`src/rtl/spi_host_pkg.sv`:
```
package spi_host_pkg;

    typedef enum logic [1:0] {
        ST_IDLE  = 2'd0,
        ST_SETUP = 2'd1,
        ST_HIGH  = 2'd2,
        ST_DONE  = 2'd3
    } eng_state_t;

    localparam logic [1:0] ADR_CTRL = 2'd0;
    localparam logic [1:0] ADR_STAT = 2'd1;
    localparam logic [1:0] ADR_DATA = 2'd2;
    localparam logic [1:0] ADR_DIV  = 2'd3;

    localparam int CTL_RUN  = 0;
    localparam int CTL_SEL  = 1;
    localparam int CTL_LOOP = 2;
    localparam int CTL_CLR  = 3;

    localparam int STS_TXFULL  = 0;
    localparam int STS_TXEMPTY = 1;
    localparam int STS_RXEMPTY = 2;
    localparam int STS_RXAVAIL = 3;
    localparam int STS_BUSY    = 4;
    localparam int STS_RXFULL  = 5;

endpackage

```
`src/rtl/spi_byte_fifo.sv`:
```
module spi_byte_fifo #(
    parameter int DW    = 8,
    parameter int DEPTH = 64
) (
    input  logic          clk,
    input  logic          rst_n,
    input  logic          clr,
    input  logic          push,
    input  logic          pop,
    input  logic [DW-1:0] wdata,
    output logic [DW-1:0] rdata,
    output logic          full,
    output logic          empty
);
    localparam int AW = (DEPTH > 1) ? $clog2(DEPTH) : 1;
    localparam int CW = $clog2(DEPTH + 1);
    localparam logic [AW-1:0] LAST_IDX = AW'(DEPTH - 1);
    localparam logic [CW-1:0] FULL_CNT = CW'(DEPTH);

    logic [DW-1:0] mem [DEPTH];
    logic [AW-1:0] wr_ptr, rd_ptr;
    logic [CW-1:0] count;
    logic          do_push, do_pop;

    assign do_push = push && !full;
    assign do_pop  = pop && !empty;
    assign full    = (count == FULL_CNT);
    assign empty   = (count == '0);
    assign rdata   = mem[rd_ptr];

    always_ff @(posedge clk or negedge rst_n) begin
        if (!rst_n) begin
            wr_ptr <= '0;
            rd_ptr <= '0;
            count  <= '0;
        end else if (clr) begin
            wr_ptr <= '0;
            rd_ptr <= '0;
            count  <= '0;
        end else begin
            if (do_push) wr_ptr <= (wr_ptr == LAST_IDX) ? '0 : wr_ptr + 1'b1;
            if (do_pop)  rd_ptr <= (rd_ptr == LAST_IDX) ? '0 : rd_ptr + 1'b1;
            unique case ({do_push, do_pop})
                2'b10:   count <= count + 1'b1;
                2'b01:   count <= count - 1'b1;
                default: count <= count;
            endcase
        end
    end

    always_ff @(posedge clk) begin
        if (do_push && !clr) mem[wr_ptr] <= wdata;
    end
endmodule

```
`src/rtl/spi_host_regs.sv`:
```
module spi_host_regs
    import spi_host_pkg::*;
#(
    parameter int DATA_W = 32,
    parameter int DIV_W  = 16,
    parameter int BYTE_W = 8
) (
    input  logic              clk,
    input  logic              rst_n,
    input  logic [1:0]        bus_addr,
    input  logic              bus_wr,
    input  logic              bus_rd,
    input  logic [DATA_W-1:0] bus_wdata,
    output logic [DATA_W-1:0] bus_rdata,
    input  logic              tx_full,
    input  logic              tx_empty,
    input  logic              rx_full,
    input  logic              rx_empty,
    input  logic              busy,
    input  logic [BYTE_W-1:0] rx_head,
    output logic              run,
    output logic              cs_sel,
    output logic              loop_en,
    output logic              fifo_clr,
    output logic [DIV_W-1:0]  div_val,
    output logic              tx_push,
    output logic [BYTE_W-1:0] tx_byte,
    output logic              rx_pop
);
    logic             run_q, sel_q, loop_q;
    logic [DIV_W-1:0] div_q;
    logic             wr_ctrl, wr_div;

    assign wr_ctrl  = bus_wr && (bus_addr == ADR_CTRL);
    assign wr_div   = bus_wr && (bus_addr == ADR_DIV);
    assign fifo_clr = wr_ctrl && bus_wdata[CTL_CLR];
    assign tx_push  = bus_wr && (bus_addr == ADR_DATA);
    assign tx_byte  = bus_wdata[BYTE_W-1:0];
    assign rx_pop   = bus_rd && (bus_addr == ADR_DATA);
    assign run      = run_q;
    assign cs_sel   = sel_q;
    assign loop_en  = loop_q;
    assign div_val  = div_q;

    always_ff @(posedge clk or negedge rst_n) begin
        if (!rst_n) begin
            run_q  <= 1'b0;
            sel_q  <= 1'b0;
            loop_q <= 1'b0;
            div_q  <= '0;
        end else begin
            if (wr_ctrl) begin
                run_q  <= bus_wdata[CTL_RUN];
                sel_q  <= bus_wdata[CTL_SEL];
                loop_q <= bus_wdata[CTL_LOOP];
            end
            if (wr_div) div_q <= bus_wdata[DIV_W-1:0];
        end
    end

    always_comb begin
        bus_rdata = '0;
        unique case (bus_addr)
            ADR_CTRL: begin
                bus_rdata[CTL_RUN]  = run_q;
                bus_rdata[CTL_SEL]  = sel_q;
                bus_rdata[CTL_LOOP] = loop_q;
            end
            ADR_STAT: begin
                bus_rdata[STS_TXFULL]  = tx_full;
                bus_rdata[STS_TXEMPTY] = tx_empty;
                bus_rdata[STS_RXEMPTY] = rx_empty;
                bus_rdata[STS_RXAVAIL] = !rx_empty;
                bus_rdata[STS_BUSY]    = busy;
                bus_rdata[STS_RXFULL]  = rx_full;
            end
            ADR_DATA: begin
                if (!rx_empty) bus_rdata[BYTE_W-1:0] = rx_head;
            end
            ADR_DIV: bus_rdata[DIV_W-1:0] = div_q;
            default: bus_rdata = '0;
        endcase
    end
endmodule

```
`src/rtl/spi_shift_engine.sv`:
```
module spi_shift_engine
    import spi_host_pkg::*;
#(
    parameter int DIV_W  = 16,
    parameter int BYTE_W = 8,
    parameter int NCE    = 2
) (
    input  logic              clk,
    input  logic              rst_n,
    input  logic              run,
    input  logic              cs_sel,
    input  logic [DIV_W-1:0]  div_val,
    input  logic              tx_empty,
    input  logic              rx_full,
    input  logic [BYTE_W-1:0] tx_byte,
    input  logic              miso_in,
    output logic              tx_pop,
    output logic              rx_push,
    output logic [BYTE_W-1:0] rx_byte,
    output logic              busy,
    output logic              sclk,
    output logic              mosi,
    output logic [NCE-1:0]    ce_n
);
    localparam int BIT_W = $clog2(BYTE_W);
    localparam logic [BIT_W-1:0] LAST_BIT = BIT_W'(BYTE_W - 1);

    eng_state_t       state_q, state_d;
    logic [DIV_W-1:0] cnt_q, half;
    logic [BIT_W-1:0] bit_q;
    logic [BYTE_W-1:0] tx_sh, rx_sh;
    logic             cs_q, tick, start, ce_act, cs_eff;

    assign half  = (div_val == '0) ? DIV_W'(1) : div_val;
    assign tick  = (cnt_q == half - 1'b1);
    assign start = (state_q == ST_IDLE) && (state_d == ST_SETUP);

    // state register
    always_ff @(posedge clk or negedge rst_n) begin
        if (!rst_n) state_q <= ST_IDLE;
        else        state_q <= state_d;
    end

    // transitions: start, rise, fall, finish, retire
    always_comb begin
        state_d = state_q;
        unique case (state_q)
            ST_IDLE:  if (run && !tx_empty && !rx_full) state_d = ST_SETUP;
            ST_SETUP: if (tick) state_d = ST_HIGH;
            ST_HIGH:  if (tick) state_d = (bit_q == LAST_BIT) ? ST_DONE : ST_SETUP;
            ST_DONE:  state_d = ST_IDLE;
            default:  state_d = ST_IDLE;
        endcase
    end

    // datapath: half-period counter, shifters, bit count, latched select
    always_ff @(posedge clk or negedge rst_n) begin
        if (!rst_n) begin
            cnt_q <= '0;
            bit_q <= '0;
            tx_sh <= '0;
            rx_sh <= '0;
            cs_q  <= 1'b0;
        end else begin
            if (state_q != state_d)
                cnt_q <= '0;
            else if (state_q == ST_SETUP || state_q == ST_HIGH)
                cnt_q <= cnt_q + 1'b1;
            if (start) begin
                tx_sh <= tx_byte;
                bit_q <= '0;
                cs_q  <= cs_sel;
            end
            if (state_q == ST_SETUP && tick)
                rx_sh <= {rx_sh[BYTE_W-2:0], miso_in};
            if (state_q == ST_HIGH && tick && bit_q != LAST_BIT) begin
                tx_sh <= {tx_sh[BYTE_W-2:0], 1'b0};
                bit_q <= bit_q + 1'b1;
            end
        end
    end

    // outputs
    always_comb begin
        busy    = (state_q != ST_IDLE);
        sclk    = (state_q == ST_HIGH);
        mosi    = busy ? tx_sh[BYTE_W-1] : 1'b0;
        tx_pop  = start;
        rx_push = (state_q == ST_DONE);
        rx_byte = rx_sh;
        ce_act  = run || busy;
        cs_eff  = busy ? cs_q : cs_sel;
    end

    for (genvar g = 0; g < NCE; g++) begin : g_ce
        assign ce_n[g] = !(ce_act && (int'(cs_eff) == g));
    end
endmodule

```
`src/rtl/spi_host_ctrl.sv`:
```
module spi_host_ctrl
    import spi_host_pkg::*;
#(
    parameter int DATA_W  = 32,
    parameter int DIV_W   = 16,
    parameter int BYTE_W  = 8,
    parameter int Q_DEPTH = 64
) (
    input  logic              clk,
    input  logic              rst_n,
    input  logic [1:0]        bus_addr,
    input  logic              bus_wr,
    input  logic              bus_rd,
    input  logic [DATA_W-1:0] bus_wdata,
    output logic [DATA_W-1:0] bus_rdata,
    output logic              spi_sclk,
    output logic              spi_mosi,
    input  logic              spi_miso,
    output logic [1:0]        spi_ce_n
);
    logic              run, cs_sel, loop_en, fifo_clr, busy;
    logic [DIV_W-1:0]  div_val;
    logic              tx_push, tx_pop, rx_push, rx_pop;
    logic              tx_full, tx_empty, rx_full, rx_empty;
    logic [BYTE_W-1:0] tx_wbyte, tx_head, rx_wbyte, rx_head;
    logic              miso_in;

    assign miso_in = loop_en ? spi_mosi : spi_miso;

    spi_host_regs #(.DATA_W(DATA_W), .DIV_W(DIV_W), .BYTE_W(BYTE_W)) u_regs (
        .clk(clk), .rst_n(rst_n), .bus_addr(bus_addr), .bus_wr(bus_wr),
        .bus_rd(bus_rd), .bus_wdata(bus_wdata), .bus_rdata(bus_rdata),
        .tx_full(tx_full), .tx_empty(tx_empty), .rx_full(rx_full),
        .rx_empty(rx_empty), .busy(busy), .rx_head(rx_head), .run(run),
        .cs_sel(cs_sel), .loop_en(loop_en), .fifo_clr(fifo_clr),
        .div_val(div_val), .tx_push(tx_push), .tx_byte(tx_wbyte), .rx_pop(rx_pop)
    );

    spi_byte_fifo #(.DW(BYTE_W), .DEPTH(Q_DEPTH)) u_txq (
        .clk(clk), .rst_n(rst_n), .clr(fifo_clr), .push(tx_push), .pop(tx_pop),
        .wdata(tx_wbyte), .rdata(tx_head), .full(tx_full), .empty(tx_empty)
    );

    spi_byte_fifo #(.DW(BYTE_W), .DEPTH(Q_DEPTH)) u_rxq (
        .clk(clk), .rst_n(rst_n), .clr(fifo_clr), .push(rx_push), .pop(rx_pop),
        .wdata(rx_wbyte), .rdata(rx_head), .full(rx_full), .empty(rx_empty)
    );

    spi_shift_engine #(.DIV_W(DIV_W), .BYTE_W(BYTE_W), .NCE(2)) u_eng (
        .clk(clk), .rst_n(rst_n), .run(run), .cs_sel(cs_sel), .div_val(div_val),
        .tx_empty(tx_empty), .rx_full(rx_full), .tx_byte(tx_head),
        .miso_in(miso_in), .tx_pop(tx_pop), .rx_push(rx_push),
        .rx_byte(rx_wbyte), .busy(busy), .sclk(spi_sclk), .mosi(spi_mosi),
        .ce_n(spi_ce_n)
    );
endmodule

```
`config.mk`:
```
export PLATFORM = sky130hd
export DESIGN_NAME = spi_host_ctrl
export DESIGN_NICKNAME = d
export VERILOG_FILES = /design/src/rtl/spi_host_pkg.sv /design/src/rtl/spi_byte_fifo.sv /design/src/rtl/spi_host_regs.sv /design/src/rtl/spi_shift_engine.sv /design/src/rtl/spi_host_ctrl.sv
export SDC_FILE = /design/constraint.sdc
export NUM_CORES = 1
export LEC_CHECK = 0
export CAP_MARGIN = 20
export CORE_ASPECT_RATIO = 0.5
export CORE_MARGIN = 8
export CORE_UTILIZATION = 60
export CTS_CLUSTER_DIAMETER = 100
export CTS_CLUSTER_SIZE = 24
export DETAILED_ROUTE_END_ITERATION = 6
export MAX_ROUTING_LAYER = met4
export PLACE_DENSITY = 0.77
export SLEW_MARGIN = 15
export SYNTH_ARGS = -nofsm -noshare
export SYNTH_HDL_FRONTEND = slang
export SYNTH_SLANG_ARGS = --single-unit
```
`constraint.sdc`:
```
create_clock -name clk -period 8.2 [get_ports clk]
set_clock_uncertainty 0.2 [all_clocks]
set_input_delay 1.64 -clock clk [delete_from_list [all_inputs] [get_ports clk]]
set_output_delay 1.64 -clock clk [all_outputs]
set_load 0.03 [all_outputs]
```
# Word-level counts from Yosys, hierarchy flattened

Memory sizes are Yosys's and may differ from the RTL's.
Cells that the tools add are included.

Output and inout port bits: 36
Bits of input ports: 39
Memory bits (writable): 1024
Memories kept: 2
Logic and storage cells: 133
Flip-flop bits (word level): 95

Add/subtract/negate cells: 11
Reductions and logical operators: 42
Equal/unequal tests: 21
Bitwise operators: 1
Multiplexer cells: 40

Memory list:

| name      | depth | bits a word | rd ports | clocked after memory_dff | wr ports | line                | source |
|---|---|---|---|---|---|---|---|
| u_rxq.mem | 64    | 8           | 1        | 0                        | 1        | spi_byte_fifo.sv:20 | `logic [DW-1:0] mem [DEPTH];` |
| u_txq.mem | 64    | 8           | 1        | 0                        | 1        | spi_byte_fifo.sv:20 |  |

Operators by type and width:

| kind                    | count |
|---|---|
| $mux W6                 | 12 |
| $mux W16                | 3 |
| $mux W8                 | 4 |
| $pmux W7 S2             | 2 |
| $add A6 B1 Y6 const B   | 4 |
| $eq A6 B6 Y1 const B    | 4 |
| $logic_and A1 B1 Y1     | 19 |
| $add A16 B1 Y16 const B | 1 |
| $eq A16 B16 Y1          | 1 |
| $logic_not A16 Y1       | 1 |
| $sub A16 B1 Y16 const B | 1 |
| $add A7 B1 Y7 const B   | 2 |
| $eq A7 B7 Y1 const B    | 2 |
| $logic_not A7 Y1        | 2 |
| $mux W7                 | 2 |
| $reduce_bool A2 Y1      | 7 |
| $sub A7 B1 Y7 const B   | 2 |
| $eq A2 B2 Y1 const B    | 6 |
| $pmux W3 S4             | 1 |
| $eq A2 B1 Y1 const B    | 5 |
| $pmux W3 S3             | 1 |
| $mux W2                 | 4 |
| $pmux W2 S4             | 1 |
| $logic_not A1 Y1        | 7 |
| 11 further kinds        | 21 |

# Longest topological paths before layout

Word-level depth: 12
Depth in mapped cells: 16
Mapped depth without buffers: 16

# By module

From an unflattened synthesis, not the netlist that was laid out.

Cell total of the unflattened synthesis: 2650
Area total of the unflattened synthesis: 46384.5 um2

Modules (own cells, without submodules):

| module                | seq. area each (um2) | area an instance (um2) | cells an instance | times used |
|---|---|---|---|---|
| spi_byte_fifo (u_rxq) | 15850.2              | 21345.5                | 1153              | 1 |
| spi_byte_fifo (u_txq) | 15850.2              | 21221.6                | 1103              | 1 |
| spi_shift_engine      | 950.9                | 2590.0                 | 281               | 1 |
| spi_host_regs         | 475.5                | 1212.4                 | 112               | 1 |
| spi_host_ctrl         | 0.0                  | 15.0                   | 1                 | 1 |

# Least setup slack after synthesis

Ideal clock, no wire load.

Kind: register to output
From: register u_rxq.rd_ptr[0]
To: output port bus_rdata[5]
Data required time: 6.360 ns
Arrival: 3.445 ns
Slack: 2.915 ns
Stages on the path, launching flop included: 12
Path buffers: 4
Cells stage by stage: dfrtp_1 > clkbuf_1 > buf_2 > buf_1 > buf_1 > mux4_2 > a22oi_1 > nand2_1 > a22oi_1 > nand2_1 > o2111ai_1 > o311ai_0

Word-level cells in the longest chain between the ends: 3

Ends and longest elaborated chain:

| element                | line                | source |
|---|---|---|
| start, declared        | spi_byte_fifo.sv:21 | `logic [AW-1:0] wr_ptr, rd_ptr;` |
| start signal, assigned | spi_byte_fifo.sv:42 | `if (do_pop) rd_ptr <= (rd_ptr == LAST_IDX) ? '0 : rd_ptr + 1'b1;` |
| $mem_v2 Z64 W8         | --                  |  |
| $mux W8                | spi_host_regs.sv:78 | `if (!rx_empty) bus_rdata[BYTE_W-1:0] = rx_head;` |
| $pmux W3 S3            | spi_host_regs.sv:63 | `unique case (bus_addr)` |
| end, declared          | spi_host_ctrl.sv:15 | `output logic [DATA_W-1:0] bus_rdata,` |

No other way between the ends.

# Final worst setup path

From: register u_rxq.rd_ptr[0]
To: output port bus_rdata[6]

Word-level cells in the longest chain between the ends: 3

Ends and longest elaborated chain:

| element        | line |
|---|---|
| $mem_v2 Z64 W8 | -- |
| $mux W8        | spi_host_regs.sv:78 |
| $pmux W2 S2    | spi_host_regs.sv:63 |

No other way between the ends.

==> results.json <==
{
  "syn_avg_cell_area_sq_um": 18.4,
  "grt.total_usage_pct": 22.7,
  "rows": 71,
  "syn-instance-count": 2490,
  "cap_viol_max_count": 0,
  "slew_viol_final": 0,
  "seq_area_frac_synth_pct": 72.5,
  "synthTopCellsByArea": "edfxtp_1, mux4_2, dfrtp_1, mux2i_1, nor2_1",
  "crit_path_end_kind": "output pin",
  "clk_latency_ns": 0.64,
  "die-area_sq_um": 85800,
  "coreArea_sq_um": 75200,
  "dr.first_iter.drc_count": 2664,
  "detail-route-antenna-nets": 0,
  "max_freq_ghz": 0.154,
  "placed_area_sq_um": 47000,
  "die_h_um": 211,
  "drc": 0,
  "numCtsBuffers": 52,
  "grt_pass1_vias": 22600,
  "rsz0062_at_grt": "no",
  "cp.arrival_ns": 4.65,
  "cp_slowest_cell": "dfrtp_4",
  "port_buffers": 42,
  "post-route-min-period_ns": 6.49,
  "total_power_w": 0.0128,
  "nets": 2540,
  "crit_fanout": 68,
  "antenna_found_initial": 3,
  "area_growth_pct": 6.50,
  "start_util_pct": 60.7,
  "whs_path_depth": 1,
  "gp_congestion": 0.878,
  "hp-class": "reg -> reg",
  "synth_edf_count": 1024,
  "outcome": "finished clean",
  "crit_family": "multiplexers",
  "place_ws_ns": 2.18,
  "grt_pass1_wl_um": 144000,
  "yosysTopAreaCell": "edfxtp_1",
  "wl_met3_um": 7300,
  "setup_tns_ns": 0,
  "ir_drop_mv": 0.262,
  "ctsLongestPathBuffers": 3,
  "yosys_most_used_dff": "edfxtp_1",
  "hold_violations": 0,
  "ys_warn_count": 0,
  "drtPass1Iterations": 6,
  "place_hpwl_um": 57200,
  "fill_cells": 5013,
  "cts-htree-levels": 2,
  "timing.final.crit_share_pct": 79.2,
  "slew_headroom_pct": 22.4,
  "wire_per_inst_um": 26.8,
  "die_w_um": 406,
  "tightest_slew_ns": 1.16,
  "crit_type": "reg -> out",
  "vias": 23200,
  "utilization_pct": 64.7,
  "cts_tree": "done",
  "dr.max_layer_used": "met4",
  "setup_ws_ns": 1.71,
  "cts.sinks": 1119,
  "hold_end": "u_eng.bit_q[0]",
  "cts_resized": 0,
  "path_buf_inv": 2,
  "synth.top_cell.area_share_pct": 67.3,
  "clockRootBuffer": "clkbuf_16",
  "cts_setup_buffers": 0,
  "async_flop_share_pct": 8.49,
  "syn_area_sq_um": 45700,
  "synth_seq_cells": 1119,
  "met2_length_um": 46300,
  "power_density_nw_per_um2": 264,
  "critical-path-max-stage-delay_ns": 0.86,
  "vias_per_cell": 6.55,
  "grt-ovfl-total": 0,
  "stdcell_area_sq_um": 48700,
  "drive_gt1_share_pct": 16.4,
  "worstReg2RegStart": "u_regs.div_val[4]",
  "postCtsHoldBufs": 0,
  "min_from": "u_eng.bit_q[0]",
  "cpMostUsedCell": "mux4_2",
  "p_leak_nw": 15.0,
  "r2r-end": "u_eng.rx_byte[3]",
  "critPathRequiredTime_ns": 6.36,
  "ios": 75,
  "crit_chain": "buf_12 > mux4_2 > mux4_2 > mux2i_1 > nor2_1 > a21oi_1 > o21ai_0 > clkdlybuf4s50_1",
  "rrSetupSlack_ns": 3.50,
  "finalSetupViolCount": 0,
  "grt_max_degree": 77,
  "cp-start-kind": "flip-flop",
  "met1Wirelength_um": 39300,
  "routed_wl_um": 95200,
  "clk_pin_slew_ns": 0.10,
  "worstRegToRegCells": 11,
  "synth.distinct_cells": 73
}
[cells in the mapped netlist, drive strengths merged, types with 6 or more instances]
| master | count |
|---|---|
| nor2b | 22 |
| nand3b | 16 |
| nor4 | 9 |
| or3b | 7 |
| ha | 22 |
| o22ai | 16 |
| xnor2 | 29 |
| a22oi | 38 |
| o221ai | 21 |
| mux4 | 254 |
| nand2b | 6 |
| mux2i | 85 |
| a21oi | 57 |
| inv | 27 |
| mux2 | 35 |
| xor2 | 20 |
| and3 | 16 |
| nand2 | 81 |
| a211oi | 23 |
| edfxtp | 1024 |
| o21ai | 30 |
| a31oi | 12 |
| nor3 | 35 |
| and2 | 14 |
| dfrtp | 95 |
| nand3 | 30 |
| nor2 | 208 |
| nand4 | 12 |
| a21o | 7 |
| buf | 52 |
| clkbuf | 104 |
| a221oi | 7 |
| or3 | 8 |
[cells by family (layout without fill, tap and decap cells)]
logic type	after synthesis	in the layout	synth area share, %
adders and majority gates	24	24	0.690
other	1	18	0.00820
muxes	374	374	15.3
DFF	1119	1119	72.5
AOI/OAI and AO/OA	253	253	3.77
and+or+nand+nor	486	486	5.16
buffers and inverters	184	200	1.69
xor gates and xnor gates	49	49	0.939
[layer usage]
layer / GRT usage (%) / up-vias
met5: - / -
met2: 35.5 / 1035
met1: 32.5 / 12100
li1: - / 9930
met4: 4.98 / 0
met3: 3.03 / 151
[through the flow]
stage               hold slack [ns]  instances
finish                        0.291       3545
global route                  0.329       3545
floorplan                     0.249       2505
CTS                           0.295       3538
global placement              0.266       3440
detailed placement            0.280       3440
[area by class of cell]
type / instances / area (sq um) / share of cell area (%)
Clock buffer: 96 / 1510 / 3.10
Inverter: 28 / 105 / 0.216
Antenna cell: 2 / 5.00 / 0.0103
Multi-Input combinational cell: 1202 / 11900 / 24.4
Timing Repair Buffer: 74 / 719 / 1.48
Sequential cell: 1119 / 33200 / 68.1
Tap cell: 1022 / 1280 / 2.63
Clock inverter: 2 / 27.5 / 0.0565
[worst max path at each step]
stage | start | slack (ns) | to | cells past startpoint
6_report | u_rxq.rd_ptr[0] | 1.71 | bus_rdata[6] | 8
2_1_floorplan | u_rxq.rd_ptr[0] | 2.92 | bus_rdata[5] | 11
4_1_cts | u_rxq.rd_ptr[0] | 1.62 | bus_rdata[6] | 8
3_3_place_gp | bus_addr[1] | 2.24 | bus_rdata[1] | 7
5_1_grt | u_rxq.rd_ptr[0] | 1.50 | bus_rdata[6] | 8
3_5_place_dp | bus_addr[1] | 2.18 | bus_rdata[0] | 7
[registers in the layout, indices dropped and copies added, names as in the netlist]
name            count
u_txq.wr_ptr        6
u_eng.cs_q          1
u_eng.bit_q         3
u_regs.div_val     16
u_eng.rx_byte       8
u_eng.cnt_q        16
u_txq.rd_ptr        6
u_regs.cs_sel       1
u_eng.state_q       2
u_rxq.rd_ptr        6
u_txq.mem         512
u_regs.loop_en      1
u_txq.count         7
u_regs.run          1
u_eng.tx_sh         8
u_rxq.mem         512
u_rxq.count         7
u_rxq.wr_ptr        6
[where the power goes]
group	internal (W)	switching (W)	total, W
clock network	0.00126	0.00170	0.00296
logic	0.00153	0.00170	0.00323
registers	0.00630	0.000359	0.00666
total	0.00909	0.00375	0.0128
[placed cells by master (no fill, tap or decap), types with 8 or more instances in the layout]
cell,netlist,layout
nand4_1,12,12
buf_4,16,26
conb_1,1,16
a211oi_1,23,23
mux4_2,254,254
or3_1,8,8
o221ai_1,21,21
nand2_1,81,81
ha_1,22,22
clkdlybuf4s50_1,0,33
xor2_1,20,20
edfxtp_1,1024,1024
and2_1,13,13
nor3_1,35,35
xnor2_1,29,29
nor2b_1,22,22
nand3_1,30,30
a21oi_1,57,57
nand3b_1,16,16
a22oi_1,38,38
a31oi_1,12,12
clkbuf_1,104,42
mux2_2,22,22
mux2_1,8,8
o21ai_0,30,30
inv_1,27,27
clkbuf_16,0,54
o22ai_1,16,16
mux2i_1,85,85
and3_1,16,16
dfrtp_1,95,82
nor2_1,208,208
(Power assumes the default switching activity.)
